<file path="config.mk">
export PLATFORM = sky130hd
export DESIGN_NAME = rx_desc_wb_engine
export DESIGN_NICKNAME = d
export VERILOG_FILES = /design/src/rtl/rxd_pkg.sv /design/src/rtl/rxd_buf_map.sv /design/src/rtl/rxd_status_fmt.sv /design/src/rtl/rxd_ring_ptr.sv /design/src/rtl/rx_desc_wb_engine.sv
export SDC_FILE = /design/constraint.sdc
export NUM_CORES = 1
export LEC_CHECK = 0
export BUFFER_PORTS_ARGS = -buffer_cell sky130_fd_sc_hd__buf_4
export CAP_MARGIN = 20
export CORE_ASPECT_RATIO = 1.2
export CORE_MARGIN = 5
export CORE_UTILIZATION = 40
export DETAILED_ROUTE_END_ITERATION = 16
export HOLD_SLACK_MARGIN = 0.03
export PLACE_DENSITY = 0.6
export SLEW_MARGIN = 20
export SYNTH_ARGS = -nofsm -noshare
export SYNTH_HDL_FRONTEND = slang
export SYNTH_SLANG_ARGS = --single-unit
</file>
<file path="constraint.sdc">
create_clock -name clk -period 8 [get_ports clk]
set_clock_uncertainty 0.15 [all_clocks]
set_input_delay 0.4 -clock clk [delete_from_list [all_inputs] [get_ports clk]]
set_output_delay 0.4 -clock clk [all_outputs]
set_load 0.02 [all_outputs]
</file>
<file path="src/rtl/rxd_pkg.sv">
package rxd_pkg;
    typedef enum logic [3:0] {
        ST_IDLE, ST_RD_OWN, ST_SUSPEND, ST_RD_SIZE, ST_RD_BUF1, ST_RD_BUF2,
        ST_WAIT_SOF, ST_RECV, ST_WR_DATA, ST_DISCARD, ST_WR_STAT
    } rxd_state_e;

    localparam int LEN_W       = 14;
    localparam int SZ_W        = 13;
    localparam int DESC_STRIDE = 32;
    localparam int OWN_BIT     = 31;
    localparam int LEN_LSB     = 16;
    localparam int FIRST_BIT   = 9;
    localparam int LAST_BIT    = 8;
    localparam int FTYPE_BIT   = 5;
    localparam int CRC_BIT     = 1;
    localparam int PHY_BIT     = 3;
    localparam int WDOG_BIT    = 4;
    localparam int GIANT_BIT   = 7;
    localparam int OVF_BIT     = 11;
    localparam int LENERR_BIT  = 12;
    localparam int DESCERR_BIT = 14;
    localparam int SUM_BIT     = 15;
    localparam int EOR_BIT     = 15;
    localparam int SZ1_LSB     = 0;
    localparam int SZ2_LSB     = 16;
endpackage

</file>
<file path="src/rtl/rxd_buf_map.sv">
module rxd_buf_map
    import rxd_pkg::*;
#(
    parameter int AW = 32
) (
    input  logic [SZ_W-1:0]  size1,
    input  logic [SZ_W-1:0]  size2,
    input  logic [AW-1:0]    buf1,
    input  logic [AW-1:0]    buf2,
    input  logic [LEN_W-1:0] pos,
    output logic [AW-1:0]    byte_addr,
    output logic [LEN_W-1:0] cap,
    output logic             end_b1,
    output logic             end_cap,
    output logic             full
);
    logic [LEN_W-1:0] sz1_ext;
    logic [LEN_W-1:0] pos_nxt;
    logic             in_b1;

    always_comb begin
        sz1_ext   = LEN_W'(size1);
        cap       = sz1_ext + LEN_W'(size2);
        pos_nxt   = pos + LEN_W'(1);
        in_b1     = pos < sz1_ext;
        byte_addr = in_b1 ? (buf1 + AW'(pos)) : (buf2 + AW'(pos - sz1_ext));
        end_b1    = (pos_nxt == sz1_ext);
        end_cap   = (pos_nxt == cap);
        full      = (pos >= cap);
    end
endmodule

</file>
<file path="src/rtl/rxd_status_fmt.sv">
module rxd_status_fmt
    import rxd_pkg::*;
(
    input  logic [LEN_W-1:0] len,
    input  logic             ftype,
    input  logic             crc,
    input  logic             phy,
    input  logic             ovf,
    output logic [31:0]      word
);
    logic [LEN_W-1:0] len_rep;

    always_comb begin
        if (ftype)
            len_rep = (len >= LEN_W'(4)) ? (len - LEN_W'(4)) : '0;
        else
            len_rep = len;
        word                    = '0;
        word[LEN_LSB +: LEN_W]  = len_rep;
        word[FIRST_BIT]         = 1'b1;
        word[LAST_BIT]          = 1'b1;
        word[FTYPE_BIT]         = ftype;
        word[CRC_BIT]           = crc;
        word[PHY_BIT]           = phy;
        word[OVF_BIT]           = ovf;
        word[SUM_BIT]           = word[CRC_BIT] | word[PHY_BIT] | word[WDOG_BIT] |
                                  word[GIANT_BIT] | word[OVF_BIT] | word[LENERR_BIT] |
                                  word[DESCERR_BIT];
    end
endmodule

</file>
<file path="src/rtl/rxd_ring_ptr.sv">
module rxd_ring_ptr
    import rxd_pkg::*;
#(
    parameter int AW = 32
) (
    input  logic          clk,
    input  logic          rst_n,
    input  logic          load,
    input  logic          advance,
    input  logic          wrap,
    input  logic [AW-1:0] base,
    output logic [AW-1:0] ptr,
    output logic          valid
);
    localparam logic [AW-1:0] STEP = AW'(DESC_STRIDE);

    always_ff @(posedge clk) begin
        if (!rst_n) begin
            ptr   <= '0;
            valid <= 1'b0;
        end else if (load) begin
            ptr   <= base;
            valid <= 1'b1;
        end else if (advance) begin
            ptr   <= wrap ? base : (ptr + STEP);
        end
    end

    p_wrap_to_base_r8: assert property (@(posedge clk) disable iff (!rst_n)
        (advance && !load && wrap) |=> (ptr == $past(base)));

    p_step_forward_r8: assert property (@(posedge clk) disable iff (!rst_n)
        (advance && !load && !wrap) |=> (ptr == $past(ptr) + STEP));
endmodule

</file>
<file path="src/rtl/rx_desc_wb_engine.sv">
module rx_desc_wb_engine
    import rxd_pkg::*;
#(
    parameter int AW = 32
) (
    input  logic          clk,
    input  logic          rst_n,
    input  logic          run,
    input  logic          poll,
    input  logic [AW-1:0] ring_base,
    output logic          mem_req,
    output logic          mem_we,
    output logic [AW-1:0] mem_addr,
    output logic [31:0]   mem_wdata,
    output logic [3:0]    mem_be,
    input  logic          mem_ack,
    input  logic [31:0]   mem_rdata,
    input  logic          rx_valid,
    output logic          rx_ready,
    input  logic [7:0]    rx_data,
    input  logic          rx_sof,
    input  logic          rx_eof,
    input  logic          rx_ftype,
    input  logic          rx_crc_err,
    input  logic          rx_phy_err
);
    rxd_state_e state, nxt;

    logic [AW-1:0]    ptr;
    logic             ptr_valid;
    logic [SZ_W-1:0]  size1, size2;
    logic             eor;
    logic [AW-1:0]    b1, b2;
    logic [LEN_W-1:0] pos;
    logic [31:0]      wbuf;
    logic [3:0]       wbe;
    logic [AW-1:0]    waddr;
    logic             done, ovf, ftype, crc, phy;

    logic [AW-1:0]    byte_addr;
    logic [LEN_W-1:0] cap;
    logic             end_b1, end_cap, full;
    logic [31:0]      stat_word;
    logic [1:0]       lane;
    logic             take, flush_now, ptr_load, ptr_adv;

    rxd_buf_map #(.AW(AW)) u_map (
        .size1(size1), .size2(size2), .buf1(b1), .buf2(b2), .pos(pos),
        .byte_addr(byte_addr), .cap(cap), .end_b1(end_b1), .end_cap(end_cap),
        .full(full)
    );

    rxd_status_fmt u_fmt (
        .len(pos), .ftype(ftype), .crc(crc), .phy(phy), .ovf(ovf),
        .word(stat_word)
    );

    assign ptr_load = (state == ST_IDLE) && run && !ptr_valid;
    assign ptr_adv  = (state == ST_WR_STAT) && mem_ack;

    rxd_ring_ptr #(.AW(AW)) u_ptr (
        .clk(clk), .rst_n(rst_n), .load(ptr_load), .advance(ptr_adv),
        .wrap(eor), .base(ring_base), .ptr(ptr), .valid(ptr_valid)
    );

    assign lane      = byte_addr[1:0];
    assign take      = rx_valid && ((state == ST_RECV) ||
                                    ((state == ST_WAIT_SOF) && rx_sof));
    assign flush_now = (lane == 2'd3) || rx_eof || end_b1 || end_cap;

    // State register
    always_ff @(posedge clk) begin
        if (!rst_n) state <= ST_IDLE;
        else        state <= nxt;
    end

    // Transitions
    always_comb begin
        nxt = state;
        unique case (state)
            ST_IDLE:    if (run) nxt = ST_RD_OWN;
            ST_RD_OWN:  if (mem_ack) nxt = mem_rdata[OWN_BIT] ? ST_RD_SIZE : ST_SUSPEND;
            ST_SUSPEND: begin
                if (!run)      nxt = ST_IDLE;
                else if (poll) nxt = ST_RD_OWN;
            end
            ST_RD_SIZE: if (mem_ack) nxt = ST_RD_BUF1;
            ST_RD_BUF1: if (mem_ack) nxt = ST_RD_BUF2;
            ST_RD_BUF2: if (mem_ack) nxt = ST_WAIT_SOF;
            ST_WAIT_SOF, ST_RECV: begin
                if (take) begin
                    if (full)           nxt = rx_eof ? ST_WR_STAT : ST_DISCARD;
                    else if (flush_now) nxt = ST_WR_DATA;
                    else                nxt = ST_RECV;
                end else if ((state == ST_WAIT_SOF) && !run) begin
                    nxt = ST_IDLE;
                end
            end
            ST_WR_DATA: if (mem_ack) nxt = done ? ST_WR_STAT : ST_RECV;
            ST_DISCARD: if (rx_valid && rx_eof) nxt = ST_WR_STAT;
            ST_WR_STAT: if (mem_ack) nxt = run ? ST_RD_OWN : ST_IDLE;
            default:    nxt = ST_IDLE;
        endcase
    end

    // Outputs
    always_comb begin
        mem_req   = 1'b0;
        mem_we    = 1'b0;
        mem_addr  = ptr;
        mem_wdata = '0;
        mem_be    = '0;
        rx_ready  = 1'b0;
        unique case (state)
            ST_RD_OWN:  mem_req = 1'b1;
            ST_RD_SIZE: begin mem_req = 1'b1; mem_addr = ptr + AW'(4);  end
            ST_RD_BUF1: begin mem_req = 1'b1; mem_addr = ptr + AW'(8);  end
            ST_RD_BUF2: begin mem_req = 1'b1; mem_addr = ptr + AW'(12); end
            ST_WR_DATA: begin
                mem_req   = 1'b1;
                mem_we    = 1'b1;
                mem_addr  = waddr;
                mem_wdata = wbuf;
                mem_be    = wbe;
            end
            ST_WR_STAT: begin
                mem_req   = 1'b1;
                mem_we    = 1'b1;
                mem_wdata = stat_word;
                mem_be    = 4'hF;
            end
            ST_WAIT_SOF, ST_RECV, ST_DISCARD: rx_ready = 1'b1;
            default: ;
        endcase
    end

    // Descriptor fields and frame datapath
    always_ff @(posedge clk) begin
        if (!rst_n) begin
            size1 <= '0; size2 <= '0; eor <= 1'b0;
            b1 <= '0; b2 <= '0; pos <= '0;
            wbuf <= '0; wbe <= '0; waddr <= '0;
            done <= 1'b0; ovf <= 1'b0; ftype <= 1'b0; crc <= 1'b0; phy <= 1'b0;
        end else begin
            unique case (state)
                ST_RD_SIZE: if (mem_ack) begin
                    size1 <= mem_rdata[SZ1_LSB +: SZ_W];
                    size2 <= mem_rdata[SZ2_LSB +: SZ_W];
                    eor   <= mem_rdata[EOR_BIT];
                end
                ST_RD_BUF1: if (mem_ack) b1 <= mem_rdata[AW-1:0];
                ST_RD_BUF2: if (mem_ack) begin
                    b2 <= mem_rdata[AW-1:0];
                    pos <= '0; wbe <= '0; wbuf <= '0;
                    done <= 1'b0; ovf <= 1'b0; crc <= 1'b0; phy <= 1'b0;
                end
                ST_WAIT_SOF, ST_RECV: if (take) begin
                    if (state == ST_WAIT_SOF) ftype <= rx_ftype;
                    phy <= phy | rx_phy_err;
                    if (rx_eof) crc <= rx_crc_err;
                    if (full) begin
                        ovf <= 1'b1;
                    end else begin
                        wbuf[{lane, 3'b000} +: 8] <= rx_data;
                        wbe[lane]                 <= 1'b1;
                        waddr                     <= {byte_addr[AW-1:2], 2'b00};
                        pos                       <= pos + LEN_W'(1);
                        done                      <= rx_eof;
                    end
                end
                ST_WR_DATA: if (mem_ack) begin
                    wbe  <= '0;
                    wbuf <= '0;
                end
                ST_DISCARD: if (rx_valid) begin
                    phy <= phy | rx_phy_err;
                    if (rx_eof) crc <= rx_crc_err;
                end
                default: ;
            endcase
        end
    end

    p_req_hold_r11: assert property (@(posedge clk) disable iff (!rst_n)
        (mem_req && !mem_ack) |=> (mem_req && $stable(mem_addr) &&
                                   $stable(mem_we) && $stable(mem_wdata)));

    p_idle_quiet_r1: assert property (@(posedge clk) disable iff (!rst_n)
        (state == ST_IDLE) |-> (!mem_req && !rx_ready));

    p_no_take_suspended_r2: assert property (@(posedge clk) disable iff (!rst_n)
        (state == ST_SUSPEND) |-> (!rx_ready && !mem_req));

    p_no_overflow_r5: assert property (@(posedge clk) disable iff (!rst_n)
        (state == ST_WR_DATA) |-> ((pos <= cap) && (mem_be != 4'h0)));

    p_wb_gives_back_r6: assert property (@(posedge clk) disable iff (!rst_n)
        (state == ST_WR_STAT && mem_req) |->
            (!mem_wdata[OWN_BIT] && mem_wdata[FIRST_BIT] && mem_wdata[LAST_BIT]));

    p_summary_r7: assert property (@(posedge clk) disable iff (!rst_n)
        (state == ST_WR_STAT && mem_req) |->
            (mem_wdata[SUM_BIT] == (mem_wdata[CRC_BIT] | mem_wdata[PHY_BIT] |
                                    mem_wdata[OVF_BIT])));
endmodule

</file>
==> reports/metrics.csv, run 1 <==
metric;value;unit
status;complete, no violations;
PortBufs;153;
Final Hold Vio Count;0;
FF-to-FF End;waddr[30]$_SDFFE_PN0P_;
Worst Path Arrival;5.72;ns
Final #Nets;2458;
die area;0.0430;mm2
dpl hpwl;41000;um
CTS tree;done;
internal reg-to-reg setup slack;2.62;ns
total vias in the final route;16311;
IO Pins;154;
clock latency on the worst-skew pair;0.55;ns
r2r worst-path depth;19;
DR vias/cell;5.80;
CP startpoint;pos[1]$_SDFFE_PN0P_;
top_reg_cell synth;dfxtp_1;
Hold Crit Class;in2reg;
cts repair resizes;0;
Core Util, Final;0.480;
initial antenna violation count;0;
Core Region;0.0386;mm2
RSZ-0062 raised after global routing;no;
Critical Path RT;8.34;ns
global-route wire length before repair;85200;um
Placer Congestion;0.906;
# rows;79;
Yosys Warn Count;0;
GRT Total Usage;0.246;
area of the multi-input gates;0.0106;mm2
synthesis-to-finish area growth;19.1;%
most common cell in the netlist;nand2_1;
vias in the first global route;14900;
Total Wirelength;56100;um
Setup crit end kind;flop;
slack of the critical path;2.62;ns
mapped cell area;0.0156;mm2
Place WS;2.72;ns
Hold Buf Count CTS;68;
Sinks on Clock Net;213;
Final ANT Viol Nets;0;
Synth Register Bits;213;
RR Startpoint;pos[1]$_SDFFE_PN0P_;
HP Start;ring_base[7];
Post-synth EDFFs;0;
Antenna diodes;0;
Synth cell types;94;
# fillers;3876;
drt drc;0;
Clock Tree Root;clkbuf_16;
Final period util;0.672;
maximum clock frequency;0.186;GHz
pin count of the biggest net entering global routing;94;
Slew Viols, Final;0;
synth top area cells;dfxtp_1 (27%), nand2_1 (9.2%), a21oi_1 (8.4%);
Syn Area/Cell;7.32;um2
Die Wd;190;um
fin crit period;5.38;ns
crit path to;waddr[30]$_SDFFE_PN0P_;
synthesized netlist cell count;2127;
H-tree levels;1;
worst-margin pin slew;1.12;ns
leading area contributor after synthesis;dfxtp_1;
DR iter-0 viols;1440;
final setup TNS;0;ns
crit path kind;reg2reg;
register area;0.00426;mm2
GRT Residual Overflow;0;
Area after DPL;0.0171;mm2
Peak VDD IR;139;uV
final setup violation count;0;
pwr/cell area;161;mW/mm2
Setup Buffers After CTS;0;
async set-reset flop share out of synthesis;0;
top-area cell type share of the netlist area;0.274;
Clock Tree Buf Depth;3;
Slew HR;0.244;
max_cap viols;0;
CP startpoint kind;flop;
Leak;0.00731;uW
Starting Density;0.403;
layout cell share with drive strength beyond 1;0.116;
CP Max Fanout;18;
Die H;226;um
most common library cells after synthesis;nand2_1 (383), a21oi_1 (260), dfxtp_1 (213);
WL/cell;19.9;um
Num CTS Buffers;24;
Final Cell Area;0.0185;mm2
Post-Syn Nets;2316;
TritonRoute pass-1 iters;5;
clock-pin slew on the worst setup and hold paths;0.06;ns
register area share after synthesis;0.274;
[cell usage in the layout (no fill, tap or decap), types with 25 or more instances in the layout]
| cell | instances |
|---|---|
| nand3_1 | 45 |
| dlygate4sd3_1 | 68 |
| o21ai_0 | 125 |
| xor2_1 | 44 |
| buf_4 | 182 |
| and3_1 | 26 |
| nor2_1 | 163 |
| a21oi_1 | 260 |
| o211ai_1 | 25 |
| ha_1 | 101 |
| nand4_1 | 41 |
| a21o_1 | 29 |
| xnor2_1 | 82 |
| nand2_1 | 382 |
| nor3_1 | 46 |
| inv_1 | 52 |
| a31oi_1 | 25 |
| dfxtp_1 | 213 |
[cells by family after synthesis]
kind of cell               Yosys count  share of synthesized area
xor gates and xnor gates           130                     0.0766
and+or+nand+nor                    837                      0.247
DFF                                213                      0.274
adders and majority gates          106                     0.0876
buffers and inverters              188                     0.0493
AOI/OAI and AO/OA                  643                      0.259
muxes                               10                    0.00675
[final cells by class]
class	count	area share
Tap cell	526	0.0355
Sequential cell	213	0.230
Inverter	54	0.0111
Timing Repair Buffer	250	0.110
Clock buffer	31	0.0349
Clock inverter	11	0.00823
Multi-Input combinational cell	1726	0.570
[layer usage]
layer  vias to the layer above  GRT usage  routed length, um
met5                         -          0                  0
met4                         0     0.0762               1810
met3                       100     0.0280               3920
met2                       624      0.401              25100
met1                      7672      0.344              25200
li1                       7915          -                  -
[worst min-delay path by stage]
| stage | slack (ns) | end | cells after the start |
|---|---|---|---|
| 2_1_floorplan | 0.28 | wbuf[10]$_SDFFE_PN0P_ | 2 |
| 3_3_place_gp | 0.29 | u_ptr.ptr[1]$_SDFFE_PN0P_ | 2 |
| 3_5_place_dp | 0.29 | u_ptr.ptr[0]$_SDFFE_PN0P_ | 2 |
| 4_1_cts | 0.04 | u_ptr.ptr[7]$_SDFFE_PN0P_ | 3 |
| 5_1_grt | 0.07 | done$_SDFFE_PN0P_ | 3 |
| 6_report | 0.06 | u_ptr.ptr[7]$_SDFFE_PN0P_ | 3 |
[critical path, cell delays in order (launching register included)]
cell and delay [ns]:
dfxtp_1 0.57, inv_1 0.25, fa_1 0.48, nor2b_1 0.17, o31ai_1 0.13, a31oi_1 0.38
nand2b_1 0.13, a31oi_1 0.23, nor2_1 0.06, buf_4 0.21, ha_1 0.37, a21oi_1 0.33
o311ai_0 0.22, o2bb2ai_1 0.18, o2111ai_1 0.36, o22ai_1 0.22, a21oi_1 0.25, mux2i_1 0.09
or4_1 0.46, nand3_1 0.09
[stage by stage]
stage | hold WS [ns] | cells | power, uW
after detailed placement | 0.293 | 2701 | 1810
final | 0.0565 | 2811 | 2980
after floorplan | 0.277 | 2127 | 1590
after global placement | 0.291 | 2701 | 1810
after CTS | 0.0350 | 2811 | 2990
after global routing | 0.0704 | 2811 | 3100
[where the power goes]
part           total (uW)  switching (uW)  leakage, uW  internal (uW)
Combinational         687             417      0.00520            270
Sequential           1140            51.9      0.00172           1090
Clock                1150             482     0.000393            670
[state kept, by name (all words and copies together), names as in the netlist, 13 cells and up]
register,count
b2,32
wbuf,32
u_ptr.ptr,32
size1,13
pos,14
size2,13
b1,32
waddr,30
(Power assumes the default switching activity.)
==> run 2, diff against run 1 <==
--- a/config.mk
+++ b/config.mk
@@ -12,7 +12,7 @@
 export CORE_UTILIZATION = 40
 export DETAILED_ROUTE_END_ITERATION = 16
 export HOLD_SLACK_MARGIN = 0.03
-export PLACE_DENSITY = 0.6
+export PLACE_DENSITY = 0.62
 export SLEW_MARGIN = 20
 export SYNTH_ARGS = -nofsm -noshare
 export SYNTH_HDL_FRONTEND = slang
==> constraint.sdc (replaced) <==
create_clock -name clk -period 4.9 [get_ports clk]
set_clock_uncertainty 0.15 [all_clocks]
set_input_delay 0.245 -clock clk [delete_from_list [all_inputs] [get_ports clk]]
set_output_delay 0.245 -clock clk [all_outputs]
set_load 0.02 [all_outputs]
==> reports/metrics.csv, run 2 (synthesis results as in run 1) <==
metric;value;unit
status;complete, no violations;
Clock Tree Buf Depth;3;
H-tree levels;1;
clock-pin slew on the worst setup and hold paths;0.06;ns
area of the multi-input gates;0.0106;mm2
layout cell share with drive strength beyond 1;0.138;
most frequent cells in the layout;nand2_1 (382), a21oi_1 (256), buf_4 (213);
Antenna diodes;0;
WL/cell;19.7;um
DRT met1 WL;25400;um
pwr/cell area;260;mW/mm2
Final ANT Viol Nets;0;
# rows;79;
Die H;226;um
Starting Density;0.403;
worst-path cell with the longest stage delay;fa_1;
fin crit period;4.60;ns
CP startpoint kind;flop;
most common cell after layout, fill and taps aside;nand2_1;
IO Pins;154;
DR iter-0 viols;1521;
Setup crit end kind;flop;
PortBufs;153;
Total Wirelength;56600;um
Die Wd;190;um
TritonRoute pass-1 iters;6;
crit path kind;reg2reg;
Hold Crit Class;in2reg;
Sinks on Clock Net;213;
delay-heaviest family, CP;compound AO/OA/AOI/OAI gates;
# fillers;3861;
dpl hpwl;41700;um
worst path bufs/invs;2;
CTS tree;done;
Peak VDD IR;231;uV
placed insts;2731;
Top Metal Used;met4;
Clock Tree Root;clkbuf_16;
Critical Path RT;5.18;ns
maximum clock frequency;0.217;GHz
Num CTS Buffers;25;
slowest stage delay, CP;0.42;ns
pin count of the biggest net entering global routing;122;
max_cap viols;0;
global-route wire length before repair;87400;um
Met3 Wirelength;3500;um
Post-Layout Cell Count;2866;
Slew Viols, Final;0;
drt drc;0;
Placer Congestion;0.952;
initial antenna violation count;0;
register area;0.00427;mm2
RSZ-0062 raised after global routing;no;
Leak;0.00761;uW
Power Total;4980;uW
CP Max Fanout;7;
GRT Residual Overflow;0;
GRT Total Usage;0.252;
Final Hold Vio Count;0;
synthesis-to-finish area growth;22.8;%
vias in the first global route;15547;
WL met2;26000;um
Final period util;0.939;
DR vias/cell;5.77;
Worst Path Arrival;4.89;ns
Slew HR;0.419;
worst hold slack;0.158;ns
die area;0.0430;mm2
clock latency on the worst-skew pair;0.56;ns
Core Region;0.0386;mm2
CP Cell Sequence;ha_1 -> fa_1 -> a211oi_2 -> o21ai_1 -> a21o_1 -> a311oi_2 -> ha_1 -> nand4_1 -> nor4_1 -> a211oi_1 -> o31ai_1 -> buf_4 -> nor3_2 -> o41ai_2 -> a31oi_2 -> buf_4 -> a21oi_1 -> a311oi_1;
final setup violation count;0;
total vias in the final route;16543;
worst-margin pin slew;0.870;ns
Final #Nets;2511;
run 2: cell count changes in the layout (fill, tap and decap cells not counted), sizes merged:
cell / previous run / this run
buf: 182 / 215
clkbuf: 31 / 35
clkinv: 9 / 6
inv: 53 / 54
dlygate4sd3: 68 / 87
clkinvlp: 0 / 2
bufinv: 3 / 2
run 2: per-layer routing:
layer  up-vias  GRT usage
li1       8013          -
met1      7779      0.349
met2       637      0.419
met3       114     0.0232
met4         0     0.0730
met5         -          0
run 2: worst register-to-register path: stages, from the launching register on:
cell and delay [ns]:
dfxtp_1 0.34, ha_1 0.23, fa_1 0.42, a211oi_2 0.31, o21ai_1 0.18, a21o_1 0.20, a311oi_2 0.39, ha_1 0.31
nand4_1 0.11, nor4_1 0.07, a211oi_1 0.23, o31ai_1 0.17, buf_4 0.19, nor3_2 0.24, o41ai_2 0.14, a31oi_2 0.27
buf_4 0.18, a21oi_1 0.08, a311oi_1 0.29
run 2: power by group:
| group | switching [uW] | leakage, uW | internal [uW] |
|---|---|---|---|
| combinational | 694 | 0.00547 | 478 |
| sequential | 82.7 | 0.00172 | 1770 |
| clock | 789 | 0.000421 | 1160 |
run 2: worst paths after layout:
check | start | end | slack, ns | depth (start not counted)
min | rx_valid | state[3]$_SDFFE_PN0P_ | 0.16 | 4
max reg2reg | size1[0]$_SDFFE_PN0P_ | state[2]$_SDFFE_PN0P_ | 0.30 | 18
min reg2reg | wbuf[13]$_SDFFE_PN0P_ | wbuf[13]$_SDFFE_PN0P_ | 0.30 | 2
max | size1[0]$_SDFFE_PN0P_ | state[2]$_SDFFE_PN0P_ | 0.30 | 18
run 2: final cells by class:
| cell class | instances | area share |
|---|---|---|
| multi-input combinational | 1726 | 0.556 |
| sequential | 213 | 0.223 |
| timing repair buffer | 302 | 0.131 |
| clock buffer | 35 | 0.0388 |
| tap | 526 | 0.0344 |
| inverter | 54 | 0.0107 |
| clock inverter | 10 | 0.00569 |
run 2: timing repair:
action,in CTS,in global routing
hold endpoints to repair,180,0
pin swaps,0,2
resized for setup,2,19
buffers inserted,0,3
setup endpoints to repair,3,67
hold buffers,87,0
run 2: stage by stage:
stage          utilization  setup WS (ns)  instance area (um2)  TNS [ns]
2_1_floorplan            -          0.196                15600         0
3_3_place_gp         0.448         -0.175                17300    -0.280
3_5_place_dp         0.448         -0.161                17300    -0.175
4_1_cts              0.493         0.0522                19000         0
5_1_grt              0.495        0.00396                19100         0
6_report             0.495          0.299                19100         0
==> run 3, diff against run 2 <==
--- a/config.mk
+++ b/config.mk
@@ -9,10 +9,10 @@
 export CAP_MARGIN = 20
 export CORE_ASPECT_RATIO = 1.2
 export CORE_MARGIN = 5
-export CORE_UTILIZATION = 40
+export CORE_UTILIZATION = 55
 export DETAILED_ROUTE_END_ITERATION = 16
 export HOLD_SLACK_MARGIN = 0.03
-export PLACE_DENSITY = 0.62
+export PLACE_DENSITY = 0.8
 export SLEW_MARGIN = 20
 export SYNTH_ARGS = -nofsm -noshare
 export SYNTH_HDL_FRONTEND = slang
==> reports/metrics.csv, run 3 (synthesis results as in run 1) <==
metric;value;unit
DR iter-0 viols;1735;
Power Total;4960;uW
Peak VDD IR;228;uV
clock latency on the worst-skew pair;0.54;ns
final setup violation count;0;
Die Wd;164;um
Core Region;0.0279;mm2
Clock Tree Buf Depth;3;
Slew HR;0.296;
max_cap viols;0;
worst-margin pin slew;1.06;ns
TritonRoute pass-1 iters;6;
Hold Crit Class;in2reg;
Leak;0.00756;uW
WL/cell;19.9;um
Die H;194;um
Area after DPL;0.0171;mm2
Setup crit end kind;flop;
initial antenna violation count;1;
Final Cell Area;0.0189;mm2
Core Util, Final;0.678;
Hold Path Depth;4;
area of the multi-input gates;0.0107;mm2
# rows;67;
Critical Path RT;5.22;ns
DR vias/cell;6.23;
vias in the first global route;15721;
pwr/cell area;262;mW/mm2
final setup TNS;0;ns
total vias in the final route;16888;
# fillers;2348;
GRT Residual Overflow;0;
fin crit period;4.73;ns
Clock Tree Root;clkbuf_16;
Final period util;0.966;
IO Pins;154;
global-route wire length before repair;84400;um
pin count of the biggest net entering global routing;111;
delay-heaviest family, CP;compound AO/OA/AOI/OAI gates;
Final Hold Vio Count;0;
Num CTS Buffers;24;
slowest stage delay, CP;0.55;ns
Slew Viols, Final;0;
clock-pin slew on the worst setup and hold paths;0.07;ns
CTS tree;done;
register area;0.00427;mm2
GRT Total Usage;0.324;
maximum clock frequency;0.211;GHz
PortBufs;153;
most frequent cells in the layout;nand2_1 (383), a21oi_1 (254), dfxtp_1 (212);
Critical Path Stages;17;
Placer Congestion;0.980;
die area;0.0318;mm2
r2r worst-path depth;17;
CP Cell Sequence;ha_1 -> fa_1 -> a211oi_2 -> o21ai_1 -> a2111oi_1 -> a311oi_2 -> ha_1 -> a21o_1 -> a21o_1 -> a211oi_1 -> o31ai_1 -> buf_4 -> nor2_2 -> buf_12 -> nand2_1 -> or4_1 -> nand3_1;
synthesis-to-finish area growth;21.5;%
drt drc;0;
Final #Nets;2503;
Final ANT Viol Nets;0;
worst-path cell with the longest stage delay;or4_1;
status;complete, no violations;
worst path bufs/invs;2;
CP Max Fanout;45;
Sinks on Clock Net;213;
Starting Density;0.558;
layout cell share with drive strength beyond 1;0.134;
Worst Path Arrival;5.05;ns
CP startpoint kind;flop;
crit path kind;reg2reg;
dpl hpwl;38600;um
most common cell after layout, fill and taps aside;nand2_1;
Total Wirelength;53900;um
H-tree levels;1;
==> run 3: cell types whose count changed in the layout (fill, tap and decap cells not counted), sizes merged <==
| cell | previous run | this run |
|---|---|---|
| bufinv | 2 | 3 |
| clkinv | 6 | 7 |
| clkbuf | 35 | 31 |
| buf | 215 | 207 |
| dlygate4sd3 | 87 | 88 |
| inv | 54 | 55 |
| clkinvlp | 2 | 0 |
| diode | 0 | 1 |
==> run 3: path summary, 6_finish.rpt <==
| path | startpoint | to | slack, ns |
|---|---|---|---|
| worst max register to register | size1[0]$_SDFFE_PN0P_ | waddr[30]$_SDFFE_PN0P_ | 0.17 |
| worst min-delay path | rx_valid | state[3]$_SDFFE_PN0P_ | 0.21 |
| worst max-delay path | size1[0]$_SDFFE_PN0P_ | waddr[30]$_SDFFE_PN0P_ | 0.17 |
| worst min register to register | waddr[19]$_SDFFE_PN0P_ | waddr[19]$_SDFFE_PN0P_ | 0.31 |
==> run 3: worst reg2reg max path, delay by kind of cell (launching register included) <==
family | cells | cell delay [ns]
adders and majority gates | 3 | 0.87
and+or+nand+nor | 4 | 0.99
AOI/OAI and AO/OA | 8 | 1.86
DFF | 1 | 0.34
buffers and inverters | 2 | 0.45
==> run 3: where the power goes <==
part           total [uW]  internal (uW)  switching, uW  leakage (uW)
clock                1940           1150            786      0.000415
combinational        1170            474            698       0.00543
sequential           1860           1770           81.3       0.00172
==> run 3: cell type report <==
type / count / share of cell area
Clock inverter: 11 / 0.00767
Timing Repair Buffer: 295 / 0.131
Sequential cell: 213 / 0.225
Inverter: 54 / 0.0108
Clock buffer: 31 / 0.0364
Antenna cell: 1 / 0.000132
Tap cell: 379 / 0.0251
Multi-Input combinational cell: 1726 / 0.564
==> run 3: repair_timing <==
item,CTS,global route
hold buffers,88,0
endpoints found under the hold margin,175,0
setup endpoints to repair,3,65
gates resized for setup,1,24
setup buffers,0,2
pin swaps,0,3
==> run 3: metrics by stage <==
stage                     instances  setup slack (ns)  hold slack (ns)
after floorplan                2127             0.196            0.221
after detailed placement       2577            -0.150            0.295
after global placement         2577            0.0391            0.287
final                          2710             0.166            0.214
after global routing           2710          -0.00898            0.203
after CTS                      2707           0.00728            0.140
==> run 3: layer usage <==
layer | track usage | part of all wire | vias up | wire [um]
li1 | - | - | 8011 | -
met1 | 0.444 | 0.42 | 7807 | 22500
met2 | 0.514 | 0.45 | 910 | 24100
met3 | 0.0415 | 0.090 | 160 | 4840
met4 | 0.135 | 0.046 | 0 | 2510
met5 | 0 | 0 | - | 0
